## config.mk

```make
export PLATFORM = sky130hd
export DESIGN_NAME = bit_serial_adder
export DESIGN_NICKNAME = d
export VERILOG_FILES = /design/src/rtl/bit_serial_adder.sv
export SDC_FILE = /design/constraint.sdc
export NUM_CORES = 1
export LEC_CHECK = 0
export BUFFER_PORTS_ARGS = -buffer_cell sky130_fd_sc_hd__buf_2
export CAP_MARGIN = 20
export CORE_ASPECT_RATIO = 0.8
export CORE_MARGIN = 2
export CORE_UTILIZATION = 50
export DETAILED_ROUTE_END_ITERATION = 16
export PLACE_DENSITY = 0.75
export SETUP_SLACK_MARGIN = 0.4
export SYNTH_ARGS = -nofsm -noshare
export SYNTH_HDL_FRONTEND = slang
export SYNTH_SLANG_ARGS = --single-unit
```

## constraint.sdc

```tcl
create_clock -name clk -period 1.52 [get_ports clk]
set_input_delay 0.076 -clock clk [delete_from_list [all_inputs] [get_ports clk]]
set_output_delay 0.076 -clock clk [all_outputs]
set_load 0.02 [all_outputs]
```

## src/rtl/bit_serial_adder.sv

```systemverilog
module bit_serial_adder #(
  parameter int WIDTH   = 8,
  parameter bit REG_SUM = 1'b0
) (
  input  logic             clk,
  input  logic             rst,
  input  logic             load,
  input  logic [WIDTH-1:0] op_a,
  input  logic [WIDTH-1:0] op_b,
  input  logic             run,
  output logic [WIDTH-1:0] sum,
  output logic             carry_out,
  output logic             done
);

  localparam int STEPS = WIDTH + (REG_SUM ? 1 : 0);
  localparam int CW    = $clog2(STEPS + 1);

  logic [WIDTH-1:0] sh_a, sh_b, sh_s;
  logic [CW-1:0]    cnt;
  logic             fin;
  logic             carry_q;
  logic             carry_d;
  logic             s_bit;
  logic             cout_src;
  logic             adv;
  logic             bit_a, bit_b;

  assign bit_a   = sh_a[0];
  assign bit_b   = sh_b[0];
  assign adv     = run & ~fin & ~load;
  assign carry_d = (bit_a & bit_b) | (bit_a & carry_q) | (bit_b & carry_q);

  always_ff @(posedge clk) begin
    if (rst || load) carry_q <= 1'b0;
    else if (adv)    carry_q <= carry_d;
  end

  generate
    if (REG_SUM) begin : g_registered
      logic sum_q;
      always_ff @(posedge clk) begin
        if (rst || load) sum_q <= 1'b0;
        else if (adv)    sum_q <= bit_a ^ bit_b ^ carry_q;
      end
      assign s_bit    = sum_q;
      assign cout_src = sum_q;
    end else begin : g_comb
      assign s_bit    = bit_a ^ bit_b ^ carry_q;
      assign cout_src = carry_q;
    end
  endgenerate

  always_ff @(posedge clk) begin
    if (rst) begin
      sh_a <= '0;
      sh_b <= '0;
      sh_s <= '0;
      cnt  <= '0;
      fin  <= 1'b0;
    end else if (load) begin
      sh_a <= op_a;
      sh_b <= op_b;
      sh_s <= '0;
      cnt  <= '0;
      fin  <= 1'b0;
    end else if (adv) begin
      sh_a <= {1'b0, sh_a[WIDTH-1:1]};
      sh_b <= {1'b0, sh_b[WIDTH-1:1]};
      sh_s <= {s_bit, sh_s[WIDTH-1:1]};
      cnt  <= cnt + 1'b1;
      fin  <= (cnt == CW'(STEPS - 1));
    end
  end

  assign sum       = sh_s;
  assign done      = fin;
  assign carry_out = fin & cout_src;

  AST_LOAD_CLEARS: assert property (@(posedge clk) disable iff (rst)
    load |=> (sum == '0) && !done);
  AST_IDLE_HOLDS: assert property (@(posedge clk) disable iff (rst)
    (!load && !run) |=> $stable(sum) && $stable(done));
  AST_DONE_FROZEN: assert property (@(posedge clk) disable iff (rst)
    (done && !load) |=> done && $stable(sum) && $stable(carry_out));
  AST_COUT_GATED: assert property (@(posedge clk) disable iff (rst)
    !done |-> !carry_out);
  AST_CARRY_SETS: assert property (@(posedge clk) disable iff (rst)
    $rose(carry_q) |-> $past(bit_a & bit_b));
  AST_CARRY_CLEARS: assert property (@(posedge clk) disable iff (rst)
    ($fell(carry_q) && !$past(load)) |-> $past(~bit_a & ~bit_b));
  AST_LOAD_WINS: assert property (@(posedge clk) disable iff (rst)
    (load && run) |=> !done && (sum == '0));

endmodule

```

==> Word-level counts from Yosys, hierarchy flattened <==
Cells that the tools add are included.
{ "word_totals": {"latchBits": 0, "inputBits": 20, "ramBits": 0, "reg_bits": 30, "mem_count": 0, "output_inout_bits": 10, "mem_bits_ro": 0} }
{ "classes": {"n_shift": 0, "eq_ne": 1, "n_addsub": 1, "magnitude_cmp": 0, "bitwise": 12, "mul": 0, "div": 0, "n_mux": 4, "n_reduce_logical": 3} }
{ "op_table": {"columns": ["cell", "n"], "rows": [
  ["$mux W8", 4],
  ["$and A1 B1 Y1", 6],
  ["$add A4 B1 Y4 const B", 1],
  ["$eq A4 B3 Y1 const B", 1],
  ["$not A1 Y1", 2],
  ["$or A1 B1 Y1", 2],
  ["$reduce_bool A2 Y1", 1],
  ["$reduce_or A2 Y1", 1],
  ["$xor A1 B1 Y1", 2],
  ["$logic_or A1 B1 Y1", 1]
]} }

==> Longest topological paths before layout <==
Gate-level depths: netlist (run 1).
{ "logic_depth": {"depth_word": 5, "mapped_depth": 5} }

==> Worst setup path after synthesis (run 1) <==
No wires, ideal clock.
{ "synth_path": {"path_type": "reg-to-reg", "startpoint": "reg fin, in the netlist done", "endpoint": "reg cnt[3]", "t_required_ps": 1395, "path_stages_with_launch": 6, "t_arrival_ps": 1152, "synth_period_minus_slack_ps": 1278, "setup_time_ps": 125, "path_slack_ps": 242, "path_cell_list": "dfxtp_1 -> nand2b_1 -> buf_4 -> buf_4 -> o31ai_1 -> a21oi_1"} }
{ "synth_via": {"elab_chain_cells": 3} }
{ "synth_rtl": {"columns": ["element", "line_no", "rtl"], "rows": [
  ["from (decl)", "21", "logic fin;"],
  ["from (signal assigned)", "72", "fin <= (cnt == CW'(STEPS - 1));"],
  ["$not A1 Y1", "31", "assign adv = run & ~fin & ~load;"],
  ["$and A1 B1 Y1 (2 in a row)", "31", null],
  ["to (signal assigned)", "71", "cnt <= cnt + 1'b1;"],
  ["to (decl)", "20", "logic [CW-1:0] cnt;"]
]} }
No other way between the ends.
A chain may end at the register's enable or synchronous reset.

==> Worst setup path in the final report (run 1) <==
{ "layout_path": {"startpoint": "reg sh_a[0]", "endpoint": "reg carry_q"} }
{ "layout_via": {"elab_chain_cells": 3, "word_cells_on_any_way": 4} }
{ "layout_rtl": {"columns": ["element", "line_no", "rtl"], "rows": [
  ["from (decl)", "19", "logic [WIDTH-1:0] sh_a, sh_b, sh_s;"],
  ["from (signal assigned)", "62", "sh_a <= op_a;"],
  ["from (signal assigned)", "68", "sh_a <= {1'b0, sh_a[WIDTH-1:1]};"],
  ["$and A1 B1 Y1", "32", "assign carry_d = (bit_a & bit_b) | (bit_a & carry_q) | (bit_b & carry_q);"],
  ["$or A1 B1 Y1 (*) (2 in a row)", "32", null],
  ["net carry_d", "23", "logic carry_d;"],
  ["to (signal assigned)", "36", "else if (adv) carry_q <= carry_d;"],
  ["to (decl)", "22", "logic carry_q;"]
]} }
The timed path passes the listed nets; every way through them passes the cells marked *.

==> results of run 1 <==
[cell families after synthesis]
logic type | share of synthesized area
adders and majority gates | 0.0262
AOI/OAI and AO/OA | 0.177
and+or+nand+nor | 0.239
xor gates and xnor gates | 0.0141
buffers and inverters | 0.0595
DFF | 0.484
[placed cells by master (no fill, tap or decap), drive strengths merged, types with 2 or more instances in the layout]
cell type | synthesis | layout
dlygate4sd3 | 0 | 7
o221a | 3 | 3
a21oi | 10 | 10
xnor2 | 2 | 2
nand2 | 44 | 44
nand3 | 3 | 3
nor2 | 19 | 19
dfxtp | 30 | 30
inv | 2 | 2
buf | 8 | 35
a311oi | 14 | 14
clkbuf | 4 | 7
[per-stage QoR]
stage	worst slack, ps	utilization	hold slack [ps]	instance area, µm²	instances
floorplan	394	-	221	1260	149
global placement	350	0.574	329	1380	195
detailed placement	276	0.574	344	1380	195
CTS	391	0.635	3.08	1530	211
global route	350	0.673	8.09	1620	214
finish	377	0.673	13.4	1620	214
[cells in the mapped netlist (all sizes together)]
cell     n  share of area
buf      8          0.040
clkbuf   4          0.013
nor2b    1         0.0050
nand2   44           0.13
xnor2    2          0.014
dfxtp   30           0.48
a31oi    1         0.0050
a311oi  14          0.099
nand3    3          0.012
o221a    3          0.027
a21oi   10          0.040
o31ai    1         0.0061
ha       1          0.010
or2      1         0.0050
nand2b   1         0.0050
or4      1         0.0061
and2     1         0.0050
nor2    19          0.057
inv      2         0.0060
fa       1          0.016
and4bb   1          0.010
[power by group]
part	switching (mW)	internal [mW]	leakage, nW	total [mW]
Combinational	0.0979	0.0836	0.363	0.182
Clock	0.284	0.224	0.0353	0.508
Sequential	0.0205	0.818	0.249	0.839
[timing repair]
action / 4_1_cts / 5_1_grt
setup buffers: 2 / 1
gates cloned: 1 / 0
endpoints found under the hold margin: 5 / 2
hold buffers: 5 / 2
pin swaps: 0 / 3
gates resized for setup: 6 / 15
endpoints found under the setup margin: 17 / 22
[per-layer routing]
metal,global-route usage,vias to the layer above,wire [µm]
met5,0,-,0
met4,0.0667,0,23
met3,0.0829,4,154
met2,0.310,35,1450
met1,0.296,556,1320
li1,-,586,-
[worst reg2reg max path: stages (launching register included)]
cell and delay (ps):
sky130_fd_sc_hd__dfxtp_2 340, sky130_fd_sc_hd__fa_1 420, sky130_fd_sc_hd__o221a_1 270
[sequential cells by signal (all words and copies together) (netlist names)]
signal and flops:
sh_a 8, sh_b 8, sum 8, cnt 4, carry_q 1, done 1
[final timing paths]
kind             end  cells after the start
max          carry_q                      2
min          sh_a[0]                      3
max reg2reg  carry_q                      2
min reg2reg   sum[4]                      2
[final cells by class]
class,count,area share
sequential,30,0.377
clock inverter,1,0.00309
tap,27,0.0209
timing repair buffer,42,0.169
multi-input combinational,105,0.391
inverter,2,0.00464
clock buffer,7,0.0340
==> qor.txt, run 1 <==
================================================================================
Status ............................................................ finished clean
Buffers plus inverters on the worst setup path ....................            0
Share of post-route cells with drive strength above 1 .............        0.326
Worst skew pair latency ...........................................       330 ps
Delay of the slowest cell on the worst path .......................       420 ps
Setup crit start kind .............................................         flop
Final RePlAce weighted congestion .................................        0.777
DRC viols .........................................................            0
Flops & latches, synth ............................................           30
Sequential cell area fraction in the yosys report .................        0.484
Clk_skew ..........................................................      5.39 ps
Total count of max-transition violations in the final report ......            0
Crit path max-delay cell type ..................................... sky130_fd_sc_hd__fa_1
Final Hold Fails ..................................................            0
Count of vias placed by the detailed router .......................         1181
Placeable core area ...............................................     2400 µm²
Headroom to the max-slew limit ....................................        0.665
Initial DRC count .................................................           33
Via count of the first global-routing pass ........................         1014
Detail-routed net length per standard cell ........................      13.8 µm
GRT Util Overall ..................................................        0.215
CP endpoint kind ..................................................         flop
Number of H-tree levels ...........................................            2
Cell at the root of the clock tree ................................ sky130_fd_sc_hd__clkbuf_4
Initial Utilization ...............................................        0.517
First-pass GRT wire length ........................................      4660 µm
Reg2Reg Launch Point ..............................................      sh_a[0]
Number of buffers between clock root and the deepest sink .........            2
Vias per Instance .................................................         5.52
Worst vdd rail ir drop ............................................     0.534 mV
Beginning of the worst hold path ..................................      op_a[0]
Reg2Reg Setup Slack ...............................................       380 ps
Total leakage power ...............................................     0.647 nW
Final period utilization ..........................................        0.752
Vertical die dimension ............................................      48.6 µm
Initial DRT Pass Iterations .......................................            4
Period minus WS final .............................................      1140 ps
Unrepaired setup endpoints after global routing ...................          yes
Total Nets Final ..................................................          208
Antenna Diode Count ...............................................            0
Multi-input gate area in the final layout .........................      632 µm²
Count of unique library cells instantiated by Yosys ...............           24
Total power .......................................................      1.53 mW
Number of antenna violations at the first check in global routing .            0
CP Class ..........................................................      reg2reg
Number of warning messages in the yosys log .......................            0
Row Count .........................................................           16
Clock Pin Slew Worst Setup and Hold Paths .........................       100 ps
Filler Cells Inserted .............................................          201
Area of the die ...................................................     2900 µm²
HPWL after detailed placement .....................................      1690 µm
Area grow syn2layout ..............................................        30.3%
DIE WIDTH .........................................................      59.7 µm
Type of the most critical hold path ...............................       in2reg
Largest fanout of any net on the critical path ....................            2
Top-level I/O count ...............................................           30
Sum of routed wire length over all layers .........................      2950 µm
Num Clock Sinks ...................................................           30
Total power per unit cell area ....................................   945 nW/µm²
Required time reported for the critical path endpoint .............      1750 ps
Worst-path cell chain ............................................. fa_1 -> o221a_1
Top Family by Delay on Critical Path ..............................  adder cells
Critical path data arrival time ...................................      1370 ps
Maximum number of pins on one net before global-route repair ......           31
Syn Std Cell Area .................................................     1240 µm²
CTS tree ..........................................................         done
Total nets after synthesis ........................................          171
Syn avg cell area .................................................     8.33 µm²
Register area .....................................................      611 µm²
Count of mapped cells out of synthesis ............................          149
Final setup violation count .......................................            0
Origin of the worst setup path ....................................      sh_a[0]
Max Freq ..........................................................      875 MHz
Final ANT Viol Nets ...............................................            0
Remaining global-route overflow ...................................            0
Total CTS buffers .................................................            5
Final-layout setup total negative slack ...........................         0 ps
Transition at the pin with the smallest max-transition slack ......       502 ps
Count of input and output buffers .................................           29
Max-cap viol count ................................................            0
================================================================================
Power figures use the tool's default switching activity.
==> inputs of run 2 (changes only) <==
--- a/config.mk
+++ b/config.mk
@@ -9,9 +9,9 @@
 export CAP_MARGIN = 20
 export CORE_ASPECT_RATIO = 0.8
 export CORE_MARGIN = 2
-export CORE_UTILIZATION = 50
+export CORE_UTILIZATION = 46
 export DETAILED_ROUTE_END_ITERATION = 16
-export PLACE_DENSITY = 0.75
+export PLACE_DENSITY = 0.73
 export SETUP_SLACK_MARGIN = 0.4
 export SYNTH_ARGS = -nofsm -noshare
 export SYNTH_HDL_FRONTEND = slang
==> constraint.sdc (replaced) <==
create_clock -name clk -period 0.95 [get_ports clk]
set_input_delay 0.0475 -clock clk [delete_from_list [all_inputs] [get_ports clk]]
set_output_delay 0.0475 -clock clk [all_outputs]
set_load 0.02 [all_outputs]
==> run 2 against run 1 <==
The run now ends with hold timing, setup timing left; clock-buffer cell count unchanged; worst setup slack got worse by 580 ps; register-to-register slack got worse by 580 ps; via count increased by 3.9%; global-route usage grew 1.4 points; sequential share of layout area down 4.4 points; clock power grew 38%; clock skew rose by 1.1 ps; critical path type unchanged; first-iteration DRC count rose by 73%.
==> qor.txt, run 2 (synthesis gave the netlist of run 1 again) <==
================================================================================
GRT Util Overall ..................................................        0.229
Final RePlAce weighted congestion .................................        0.821
Clock Pin Slew Worst Setup and Hold Paths .........................        90 ps
Critical path data arrival time ...................................      1390 ps
Vertical die dimension ............................................      50.5 µm
Buffers plus inverters on the worst setup path ....................            1
Placed cell area ..................................................     1510 µm²
Number of antenna violations at the first check in global routing .            0
Initial DRT Pass Iterations .......................................            4
Total power .......................................................      2.39 mW
DRC viols .........................................................            0
Setup Slack @ Placement ...........................................      -218 ps
Vias per Instance .................................................         5.22
Status ............................................................ finished with violations
First-pass GRT wire length ........................................      5210 µm
Top-level I/O count ...............................................           30
Remaining global-route overflow ...................................            0
End of the worst hold path ........................................      sh_a[7]
Initial Utilization ...............................................        0.496
Total power per unit cell area ....................................  1290 nW/µm²
HPWL after detailed placement .....................................      1890 µm
Sum of routed wire length over all layers .........................      3330 µm
Most common cell after layout, fill and taps aside ................ sky130_fd_sc_hd__nand2_1
Max-cap viol count ................................................            0
Final ANT Viol Nets ...............................................            0
Fin util ..........................................................        0.743
Count of input and output buffers .................................           29
Placeable core area ...............................................     2500 µm²
Worst skew pair latency ...........................................       330 ps
Worst hold-check slack ............................................     -20.9 ps
Detail-routed net length per standard cell ........................      14.2 µm
Required time reported for the critical path endpoint .............      1190 ps
Commonest cells after routing, fill and taps aside ................ sky130_fd_sc_hd__nand2_1 (35), sky130_fd_sc_hd__nor2_1 (19), sky130_fd_sc_hd__buf_2 (19)
Setup crit start kind .............................................         flop
Total leakage power ...............................................     0.763 nW
Period minus WS final .............................................      1150 ps
Cell count of the worst hold path .................................            3
Cell count of the worst reg-to-reg path ...........................            4
Worst-path cell chain ............................................. nor2b_4 -> buf_6 -> nand2_1 -> a311oi_2
Cell at the root of the clock tree ................................ sky130_fd_sc_hd__clkbuf_4
Final period utilization ..........................................         1.21
Total CTS buffers .................................................            5
Beginning of the worst hold path ..................................      op_a[7]
Terminus of the critical flop-to-flop path ........................      sh_b[4]
Number of cells in the finished layout apart from fillers .........          235
Failing checks .................................................... hold timing, setup timing
Count of vias placed by the detailed router .......................         1227
Max Freq ..........................................................      868 MHz
Total Nets Final ..................................................          221
Reg2Reg Launch Point ..............................................         done
CTS tree ..........................................................         done
Antenna Diode Count ...............................................            0
Via count of the first global-routing pass ........................         1174
Num Clock Sinks ...................................................           30
Final-layout setup total negative slack ...........................     -4270 ps
Area of the die ...................................................     3130 µm²
Share of post-route cells with drive strength above 1 .............        0.492
DIE WIDTH .........................................................      62.1 µm
Row Count .........................................................           16
Clk_skew ..........................................................      6.44 ps
Transition at the pin with the smallest max-transition slack ......       408 ps
Number of buffers between clock root and the deepest sink .........            2
CP endpoint kind ..................................................         flop
Worst vdd rail ir drop ............................................     0.746 mV
Final setup violation count .......................................           32
Area grow syn2layout ..............................................        49.8%
Unrepaired setup endpoints after global routing ...................          yes
Largest fanout of any net on the critical path ....................            7
Placed Cells incl. Taps ...........................................          215
Top Family by Delay on Critical Path ..............................   flip-flops
Cell area after layout ............................................     1860 µm²
Reg2Reg Setup Slack ...............................................      -200 ps
Number of H-tree levels ...........................................            2
Final Worst Setup Slack ...........................................      -202 ps
Headroom to the max-slew limit ....................................        0.728
Type of the most critical hold path ...............................       in2reg
Delay of the slowest cell on the worst path .......................       380 ps
Crit path max-delay cell type ..................................... sky130_fd_sc_hd__dfxtp_4
Maximum number of pins on one net before global-route repair ......           31
Initial DRC count .................................................           57
Final Hold Fails ..................................................            7
Total count of max-transition violations in the final report ......            0
CP Class ..........................................................      reg2reg
================================================================================
[run 2: cell count changes in the layout (fill, tap and decap cells not counted), sizes merged]
| cell | change |
|---|---|
| clkinv | -1 |
| buf | +20 |
| dlygate4sd3 | -7 |
[run 2: tightest hold or removal path, stage by stage]
cell	delay [ps]
sky130_fd_sc_hd__buf_2	100
sky130_fd_sc_hd__nand2_1	70
sky130_fd_sc_hd__a21oi_2	50
[run 2: cell type report]
| type | count | area [µm²] |
|---|---|---|
| Clock buffer | 7 | 45.0 |
| Fill cell | 184 | 643 |
| Inverter | 2 | 7.51 |
| Multi-Input combinational cell | 105 | 681 |
| Sequential cell | 30 | 619 |
| Tap cell | 36 | 45.0 |
| Timing Repair Buffer | 55 | 462 |
[run 2: layer usage]
| layer | global-route usage | part of all wire | up-vias |
|---|---|---|---|
| li1 | - | - | 611 |
| met1 | 0.307 | 0.47 | 582 |
| met2 | 0.342 | 0.48 | 26 |
| met3 | 0.0619 | 0.035 | 8 |
| met4 | 0.0957 | 0.018 | 0 |
| met5 | 0 | 0 | - |
[run 2: report_power, final]
| part | total (mW) | switching (mW) | leakage, nW | internal, mW |
|---|---|---|---|---|
| Combinational | 0.342 | 0.177 | 0.485 | 0.165 |
| Sequential | 1.35 | 0.0381 | 0.252 | 1.31 |
| Clock | 0.701 | 0.423 | 0.0254 | 0.278 |
| Total | 2.39 | 0.638 | 0.763 | 1.75 |
[run 2: what timing repair did]
action / 4_1_cts / 5_1_grt
endpoints found under the setup margin: 40 / 40
buffers inserted: 11 / 1
pin swaps: 6 / 10
gates cloned: 1 / 0
gates resized for setup: 39 / 24
endpoints found under the hold margin: 15 / 6
[run 2: how the worst max path moves through the flow]
| stage | depth (start not counted) | to | slack, ps | startpoint |
|---|---|---|---|---|
| 6_report | 4 | sh_b[4] | -200 | done |
| 5_1_grt | 4 | sh_b[4] | -290 | done |
| 4_1_cts | 4 | sh_b[4] | -180 | done |
| 3_5_place_dp | 4 | sh_b[1] | -220 | done |
| 3_3_place_gp | 2 | carry_q | -150 | sh_a[0] |
| 2_1_floorplan | 5 | cnt[3] | -180 | done |
